**src/rtl/bps_pkg.sv**
```systemverilog
package bps_pkg;

  typedef enum logic [1:0] {
    S_IDLE,
    S_WAIT,
    S_LEG,
    S_SETTLE
  } seq_state_t;

  // data phases have MSG = 0 and C/D = 0
  function automatic logic is_data(input logic [2:0] ph);
    return ph[2:1] == 2'b00;
  endfunction

  function automatic int ns_to_cyc(input int ns, input int mhz);
    return (ns * mhz + 999) / 1000;
  endfunction

endpackage

```
**src/rtl/bps_down_timer.sv**
```systemverilog
module bps_down_timer #(
  parameter int W = 16
) (
  input  logic         clk_i,
  input  logic         rst_i,
  input  logic         load_i,
  input  logic [W-1:0] load_val_i,
  output logic         active_o,
  output logic         last_o
);
  logic [W-1:0] cnt;

  always_ff @(posedge clk_i) begin
    if (rst_i)                cnt <= '0;
    else if (load_i)          cnt <= load_val_i;
    else if (cnt != '0)       cnt <= cnt - W'(1);
  end

  assign active_o = (cnt != '0);
  assign last_o   = (cnt == W'(1));

  // a load of zero would never expire
  a_r5_load_nonzero: assert property (@(posedge clk_i) disable iff (rst_i)
    load_i |-> (load_val_i != '0));

endmodule

```
**src/rtl/bps_rst_filter.sv**
```systemverilog
module bps_rst_filter #(
  parameter int FILT_CYC = 63
) (
  input  logic clk_i,
  input  logic rst_i,
  input  logic bus_rst_i,
  input  logic sel_drive_i,
  output logic confirm_o
);
  localparam int FW = $clog2(FILT_CYC + 1) + 1;

  logic prev_q;
  logic start, t_active, t_last;

  always_ff @(posedge clk_i) begin
    if (rst_i) prev_q <= 1'b0;
    else       prev_q <= bus_rst_i;
  end

  assign start = bus_rst_i & ~prev_q & ~sel_drive_i & ~t_active;

  bps_down_timer #(.W(FW)) u_tmr (
    .clk_i      (clk_i),
    .rst_i      (rst_i),
    .load_i     (start),
    .load_val_i (FW'(FILT_CYC)),
    .active_o   (t_active),
    .last_o     (t_last)
  );

  assign confirm_o = t_last & bus_rst_i;

  // no confirmation without an armed filter window
  a_r11_needs_arm: assert property (@(posedge clk_i) disable iff (rst_i)
    (!t_active && (sel_drive_i || !bus_rst_i)) |=> !confirm_o);

endmodule

```
**src/rtl/bus_phase_seq.sv**
```systemverilog
module bus_phase_seq
  import bps_pkg::*;
#(
  parameter int CLK_MHZ      = 125,
  parameter int BASE_NS      = 400,
  parameter int IO_NS        = 400,
  parameter int LEG_SETTLE_NS = 100000,
  parameter int LEG_DATA_NS  = 400000,
  parameter int RST_FILT_NS  = 500
) (
  input  logic       clk_i,
  input  logic       rst_i,
  input  logic [3:0] req_code_i,
  input  logic       req_stb_i,
  input  logic       ack_i,
  input  logic       bus_rst_i,
  input  logic       sel_drive_i,
  input  logic       legacy_i,
  input  logic       dma_idle_i,
  output logic       msg_o,
  output logic       cd_o,
  output logic       io_o,
  output logic       ctl_oe_o,
  output logic       busy_o,
  output logic       rst_flag_o
);
  localparam int BASE_CYC = ns_to_cyc(BASE_NS, CLK_MHZ);
  localparam int IO_CYC   = ns_to_cyc(IO_NS, CLK_MHZ);
  localparam int LS_CYC   = ns_to_cyc(LEG_SETTLE_NS, CLK_MHZ);
  localparam int LD_CYC   = ns_to_cyc(LEG_DATA_NS, CLK_MHZ);
  localparam int RF_CYC   = ns_to_cyc(RST_FILT_NS, CLK_MHZ);
  localparam int MAX_SET  = BASE_CYC + IO_CYC + LS_CYC;
  localparam int MAX_CYC  = (LD_CYC > MAX_SET) ? LD_CYC : MAX_SET;
  localparam int TW       = $clog2(MAX_CYC + 1) + 1;

  seq_state_t state;
  logic [3:0] pend_q;
  logic       cur_rel_q;
  logic       same, go, leg_data, apply_now;
  logic       tmr_load, tmr_active, tmr_last, rst_confirm;
  logic [TW-1:0] tmr_val, settle_val;

  assign same = req_code_i[3] ? cur_rel_q
                              : (!cur_rel_q && req_code_i[2:0] == {msg_o, cd_o, io_o});
  assign go        = (state == S_WAIT) && (!ack_i || rst_flag_o);
  assign leg_data  = !pend_q[3] && legacy_i && is_data(pend_q[2:0]);
  assign apply_now = (go && !leg_data) || ((state == S_LEG) && tmr_last);

  always_comb begin
    settle_val = TW'(BASE_CYC);
    if (pend_q[0] != io_o) settle_val = settle_val + TW'(IO_CYC);
    if (legacy_i)          settle_val = settle_val + TW'(LS_CYC);
  end

  assign tmr_load = (go && leg_data) || (apply_now && dma_idle_i && !pend_q[3]);
  assign tmr_val  = (go && leg_data) ? TW'(LD_CYC) : settle_val;

  bps_down_timer #(.W(TW)) u_tmr (
    .clk_i      (clk_i),
    .rst_i      (rst_i),
    .load_i     (tmr_load),
    .load_val_i (tmr_val),
    .active_o   (tmr_active),
    .last_o     (tmr_last)
  );

  bps_rst_filter #(.FILT_CYC(RF_CYC)) u_rflt (
    .clk_i       (clk_i),
    .rst_i       (rst_i),
    .bus_rst_i   (bus_rst_i),
    .sel_drive_i (sel_drive_i),
    .confirm_o   (rst_confirm)
  );

  always_ff @(posedge clk_i) begin
    if (rst_i) begin
      state      <= S_IDLE;
      pend_q     <= 4'b1000;
      cur_rel_q  <= 1'b1;
      msg_o      <= 1'b0;
      cd_o       <= 1'b0;
      io_o       <= 1'b0;
      ctl_oe_o   <= 1'b0;
      busy_o     <= 1'b0;
      rst_flag_o <= 1'b0;
    end else begin
      case (state)
        S_IDLE: if (req_stb_i && !same) begin
          pend_q <= req_code_i;
          busy_o <= 1'b1;
          state  <= S_WAIT;
        end
        S_WAIT: if (go && leg_data) state <= S_LEG;
        S_SETTLE: if (tmr_last) begin
          busy_o <= 1'b0;
          state  <= S_IDLE;
        end
        default: ;
      endcase
      if (apply_now) begin
        if (!dma_idle_i) begin
          rst_flag_o <= 1'b1;
          busy_o     <= 1'b0;
          state      <= S_IDLE;
        end else if (pend_q[3]) begin
          {msg_o, cd_o, io_o} <= 3'b000;
          ctl_oe_o   <= 1'b0;
          cur_rel_q  <= 1'b1;
          rst_flag_o <= 1'b0;
          busy_o     <= 1'b0;
          state      <= S_IDLE;
        end else begin
          {msg_o, cd_o, io_o} <= pend_q[2:0];
          ctl_oe_o  <= 1'b1;
          cur_rel_q <= 1'b0;
          state     <= S_SETTLE;
        end
      end
      if (rst_confirm) rst_flag_o <= 1'b1;
    end
  end

  // lines frozen while ACK holds the change off
  a_r3_ack_hold: assert property (@(posedge clk_i) disable iff (rst_i)
    (state == S_WAIT && ack_i && !rst_flag_o) |=> $stable({msg_o, cd_o, io_o}));
  // lines move only inside a busy sequence
  a_r4_lines_need_busy: assert property (@(posedge clk_i) disable iff (rst_i)
    !$stable({msg_o, cd_o, io_o}) |-> $past(busy_o));
  // same-phase request never raises busy
  a_r2_same_no_busy: assert property (@(posedge clk_i) disable iff (rst_i)
    (state == S_IDLE && req_stb_i && same) |=> !busy_o);
  // non-idle transfer engine forces the flag
  a_r10_dma_force: assert property (@(posedge clk_i) disable iff (rst_i)
    (apply_now && !dma_idle_i) |=> (rst_flag_o && !busy_o));
  // settle state always has a running count
  a_r5_settle_timer: assert property (@(posedge clk_i) disable iff (rst_i)
    (state == S_SETTLE) |-> tmr_active);

endmodule

```
**config.mk**
```make
export PLATFORM = sky130hd
export DESIGN_NAME = bus_phase_seq
export DESIGN_NICKNAME = d
export VERILOG_FILES = /design/src/rtl/bps_pkg.sv /design/src/rtl/bps_down_timer.sv /design/src/rtl/bps_rst_filter.sv /design/src/rtl/bus_phase_seq.sv
export SDC_FILE = /design/constraint.sdc
export NUM_CORES = 1
export LEC_CHECK = 0
export BUFFER_PORTS_ARGS = -buffer_cell sky130_fd_sc_hd__buf_4
export CAP_MARGIN = 20
export CORE_MARGIN = 10
export CORE_UTILIZATION = 53
export CTS_CLUSTER_DIAMETER = 150
export DETAILED_ROUTE_END_ITERATION = 8
export PLACE_DENSITY_LB_ADDON = 0.3
export REMOVE_ABC_BUFFERS = 1
export SLEW_MARGIN = 0
export SYNTH_ARGS = -nofsm -noshare
export SYNTH_HDL_FRONTEND = slang
export SYNTH_SLANG_ARGS = --single-unit
export TNS_END_PERCENT = 30
```
**constraint.sdc**
```tcl
create_clock -name clk_i -period 1.8 [get_ports clk_i]
set_input_delay 0.18 -clock clk_i [delete_from_list [all_inputs] [get_ports clk_i]]
set_output_delay 0.18 -clock clk_i [all_outputs]
set_load 0.01 [all_outputs]
```
After elaboration in Yosys (flattened, before gate mapping)
Cells that the tools add are included.
- muxes and demuxes: 30
- order comparisons: 0
- reduce and logical (&&, ||, !) cells: 31
- add/subtract/negate cells: 3
- shifts and indexed selects: 0
- bitwise operators: 7
- div/mod/pow operators: 0
- multiply operators: 0
- equal/unequal tests: 11
- operator list (cell ; number):
    $mux W17 ; 4
    $add A17 B14 Y17 const B ; 1
    $eq A17 B1 Y1 const B ; 1
    $reduce_bool A17 Y1 ; 1
    $sub A17 B1 Y17 const B ; 1
    $mux W1 ; 15
    $mux W2 ; 6
    $mux W6 ; 2
    $logic_and A1 B1 Y1 ; 10
    $eq A7 B1 Y1 const B ; 1
    $mux W7 ; 1
    $reduce_bool A7 Y1 ; 1
    $sub A7 B1 Y7 const B ; 1
    $ne A3 B3 Y1 const B ; 2
    $pmux W2 S3 ; 1
    $reduce_and A2 Y1 ; 3
    $reduce_bool A2 Y1 ; 3
    $logic_not A1 Y1 ; 5
    $and A1 B1 Y1 ; 4
    $eq A2 B2 Y1 const B ; 2
    $logic_not A2 Y1 ; 2
    $reduce_and A4 Y1 ; 1
    $reduce_bool A4 Y1 ; 1
    $eq A3 B3 Y1 ; 1
    other kinds (8) ; 12
- bits of input ports: 12
- output and inout bits: 6
- bits in registers: 38
- logic and storage cells: 95
- latch bits: 0
- bits in writable memories: 0
- ROM bits: 0
- memories kept: 0

Depth between registers and ports, before layout
- depth in word-level cells: 10
- depth in mapped cells: 7
- gate-level depth less buffers: 7

Modules after synthesis
A second synthesis with hierarchy kept.
- cells, all modules: 273
- area total of the unflattened synthesis: 2282.2 sq um
- by module, submodules not included (module ; instances ; cells each ; seq. area each (sq um) ; area an instance (sq um)):
    bps_down_timer (u_tmr) ; 1 ; 107 ; 340.3 ; 912.1
    bus_phase_seq ; 1 ; 108 ; 260.2 ; 868.3
    bps_down_timer (u_rflt.u_tmr) ; 1 ; 52 ; 140.1 ; 446.7
    bps_rst_filter ; 1 ; 6 ; 20.0 ; 55.1

Least setup slack after synthesis
Ideal clock, no wire load.
- path type: reg2reg
- start point: reg u_rflt.u_tmr.cnt[0]
- end point: reg u_rflt.u_tmr.cnt[0]
- arrival: 1692 ps
- stages on the path, launching flop included: 8
- setup slack: -20 ps
- buffers on the path: 0
- setup time: 128 ps
- cell sequence: dfxtp_1 -> inv_1 -> ha_1 -> or4b_2 -> nor3_1 -> nand2_1 -> mux2i_1 -> nor2_1
- word-level cells in the longest chain between the ends: 4
- elaborated cells on any way between the ends: 7
- classes of those cells: add/sub: 1; mux: 2; bitwise: 2; reduce/logical: 2
- ends and longest elaborated chain (element ; line ; source):
    from (decl) ; bps_down_timer.sv:11 ; logic [W-1:0] cnt;
    from (signal assigned) ; bps_down_timer.sv:15 ; else if (load_i) cnt <= load_val_i;
    from (signal assigned) ; bps_down_timer.sv:16 ; else if (cnt != '0) cnt <= cnt - W'(1);
    parallel branches: the longest is 4 deep, another holds $sub A7 B1 Y7 ; - ;
Several ways; the timed one is not identified. The select of a mux whose other input is x is not followed.
A chain may end at the register's enable or synchronous reset.

Final worst setup path
- start point: reg u_tmr.cnt[1]
- end point: reg u_tmr.cnt[6]
- word-level cells in the longest chain between the ends: 7
- elaborated cells on any way between the ends: 11
- classes of those cells: add/sub: 1; eq/ne: 1; mux: 2; reduce/logical: 7
- ends and longest elaborated chain (element ; line):
    from (decl) ; bps_down_timer.sv:11
    from (signal assigned) ; bps_down_timer.sv:15
    from (signal assigned) ; bps_down_timer.sv:16
    parallel branches: the longest is 7 deep, another holds $sub A17 B1 Y17 ; -
Several ways; the timed one is not identified. The select of a mux whose other input is x is not followed.

==> flow_summary.json <==
{
  "async_flop_share_pct": 0,
  "fin_crit_sh_pct": 97.69,
  "status": "completed",
  "io_pins": 18,
  "initial_core_util_pct": 54.74,
  "ys_seq_area_share_pct": 34.74,
  "drt_iter0_drc": 128,
  "ys.flop_type": "dfxtp_1",
  "p_per_area_mw_per_mm2": 1736,
  "gr-max-usage-layer": "met2",
  "final_core_util_pct": 69.60,
  "grt_setup_unrepaired": "true",
  "ir_drop_uv": 945.6,
  "arrival_ns": 1.97,
  "synth_top_area_share_pct": 34.74,
  "worstSetupEndpointType": "flop",
  "r2r_start": "u_tmr.cnt[1]",
  "final_cells": 353,
  "slew_violations": 0,
  "grt_pass1_vias": 1970,
  "post-route-min-period_ns": 1.758,
  "grt_antenna_before_repair": 0,
  "ant_nets": 0,
  "numCtsBuffers": 5,
  "root_buffer": "clkbuf_8",
  "vias_per_cell": 5.850,
  "finClkSkew_ns": 0.004797,
  "drt_wl_total_um": 5393,
  "dp_hpwl_um": 3817,
  "yosys_register_bits": 38,
  "cap_violations": 0,
  "rows": 23,
  "clk_latency_ns": 0.29,
  "dr.pass1.iters": 4,
  "syn-instance-count": 254,
  "drc_errors": 0,
  "hold_slack_ns": 0.1237,
  "grt_pass1_wl_um": 9080,
  "dieArea_mm2": 0.007102,
  "fillers": 326,
  "min-delay-start": "bus_rst_i",
  "relSlewSlack_pct": 70.92,
  "path_clk_slew_ns": 0.07,
  "max_freq_ghz": 0.5687,
  "met2_usage_pct": 24.55,
  "routedWlPerCell_um": 15.28,
  "vias": 2065,
  "grt_use_met3_pct": 4.058,
  "whs_path_depth": 2,
  "ys_warn_count": 0,
  "cp_data_required_time_ns": 2.01,
  "core-area_mm2": 0.004000,
  "htreeDepth": 2,
  "cts_tree": "yes",
  "clock-sinks": 38,
  "nNetsFinal": 327,
  "grtUsageMet1_pct": 18.19,
  "syn_area_per_cell_um2": 8.620,
  "netlist_area_mm2": 0.002190,
  "start_kind": "flop",
  "crit_fanout": 3,
  "port_buffers": 17,
  "insertedDiodeCount": 0,
  "drive_above_1_share_pct": 29.04,
  "tns_ns": 0,
  "grt_overflow_total": 0,
  "dp_cells": 340,
  "hold_path.class": "input port to flop",
  "finalPower_mw": 4.834,
  "rr_worst_depth": 8,
  "place_congestion": 0.8625,
  "syn_to_final_growth_pct": 27.14,
  "grt_use_total_pct": 14.89,
  "die_y_um": 84.28,
  "final-setup-viol-count": 0,
  "synth_top_cells_by_area": "dfxtp_1 (35%), ha_1 (7.4%), nand3_1 (5.0%), a21oi_1 (4.6%), xnor2_1 (4.0%)",
  "hold_violations": 0,
  "yosysTopAreaCell": "dfxtp_1",
  "yosysUniqueCellTypes": 52,
  "clockBufferDepth": 2,
  "worst_pin_slew_ns": 0.4352,
  "synth-edff-count": 0,
  "die_w_um": 84.28,
  "leakage_nw": 1.174,
  "startpoint": "u_tmr.cnt[1]",
  "grt_start_max_net_pins": 21,
  "hold_buffers": 0,
  "crit_type": "flop to flop"
}
what timing repair did:
action | in CTS | in global routing
setup endpoints to repair | 5 | 25
pin swaps | 5 | 7
setup buffers | 2 | 3
resized for setup | 8 | 22
cell usage in the layout, fill, tap and decap left out, drive strengths merged, types with 2 or more instances in the layout:
cell / n
o22ai: 2
ha: 13
nor3: 11
a2bb2oi: 2
o21ai: 15
xor2: 6
dfxtp: 38
a211oi: 6
nor2: 15
mux2i: 3
clkbuf: 7
nor4: 5
nand2b: 5
a21oi: 21
buf: 49
nand2: 21
nor2b: 2
o211a: 2
xnor2: 10
nand3: 23
o211ai: 2
inv: 11
and3: 3
nand4: 7
a31oi: 4
per-stage QoR:
stage	area, µm²	setup slack [ns]
after floorplan	2143	-0.01238
after global placement	2536	-0.01336
after detailed placement	2536	-0.1105
after CTS	2678	0.003619
after global routing	2784	-0.09932
final	2784	0.04152
flip-flops by register name, summed over array words and instances, names as in the netlist, 2 cells and up:
register / cells
u_tmr.cnt: 17
u_rflt.u_tmr.cnt: 7
pend_q: 4
state: 2
cells in the mapped netlist, types with 3 or more instances:
cell and number:
nand3_1 22, a21oi_1 20, o21ai_0 14, inv_1 11, clkbuf_1 3, nand2_1 21, xor2_1 6, and3_1 3
xnor2_1 10, a211oi_1 6, mux2i_1 3, ha_1 13, nor2_1 15, a31oi_1 4, nand4_1 7, dfxtp_1 38
nand2b_1 5, nor4_4 3, nor3_1 11
where the power goes:
group	internal (mW)	total, mW	switching, mW
registers	1.09	1.38	0.290
clock network	0.309	0.606	0.297
logic	1.44	2.85	1.41
metal layers:
metal / vias to the layer above / routed length (µm)
met4: 0 / 68
met2: 63 / 2628
li1: 1024 / -
met1: 971 / 2421
met5: - / 0
met3: 7 / 275
final timing paths:
path                                 endpoint  slack [ns]
worst min register to register       ctl_oe_o        0.48
worst max register to register   u_tmr.cnt[6]        0.04
worst min-delay path            u_rflt.prev_q        0.12
worst max-delay path             u_tmr.cnt[6]        0.04
worst max-delay path: stages, from the launching register on:
cell,delay [ns]
dfxtp_2,0.34
inv_2,0.09
ha_4,0.14
or3b_4,0.40
buf_6,0.14
nor3_4,0.11
xor2_1,0.18
nand3_1,0.09
a31oi_1,0.18
layout make-up:
class                      count  area, µm²  area share (%)
timing repair buffer          49      375.4           13.48
clock buffer                   7      86.33           3.101
sequential                    38      763.2           27.42
tap                           50      62.56           2.247
inverter                      11      41.29           1.483
clock inverter                 1      5.005          0.1798
multi-input combinational    197       1450           52.09
cells by family (layout without fill, tap and decap cells):
group	after synthesis	count (layout)	share of synthesized area [%]
compound gates	62	62	18.51
flops	38	38	34.74
fa+ha+maj	13	13	7.429
buf+inv	19	68	3.999
mux	4	4	1.886
simple gates	102	102	27.03
xor+xnor	16	16	6.400
Power figures use the tool's default switching activity.
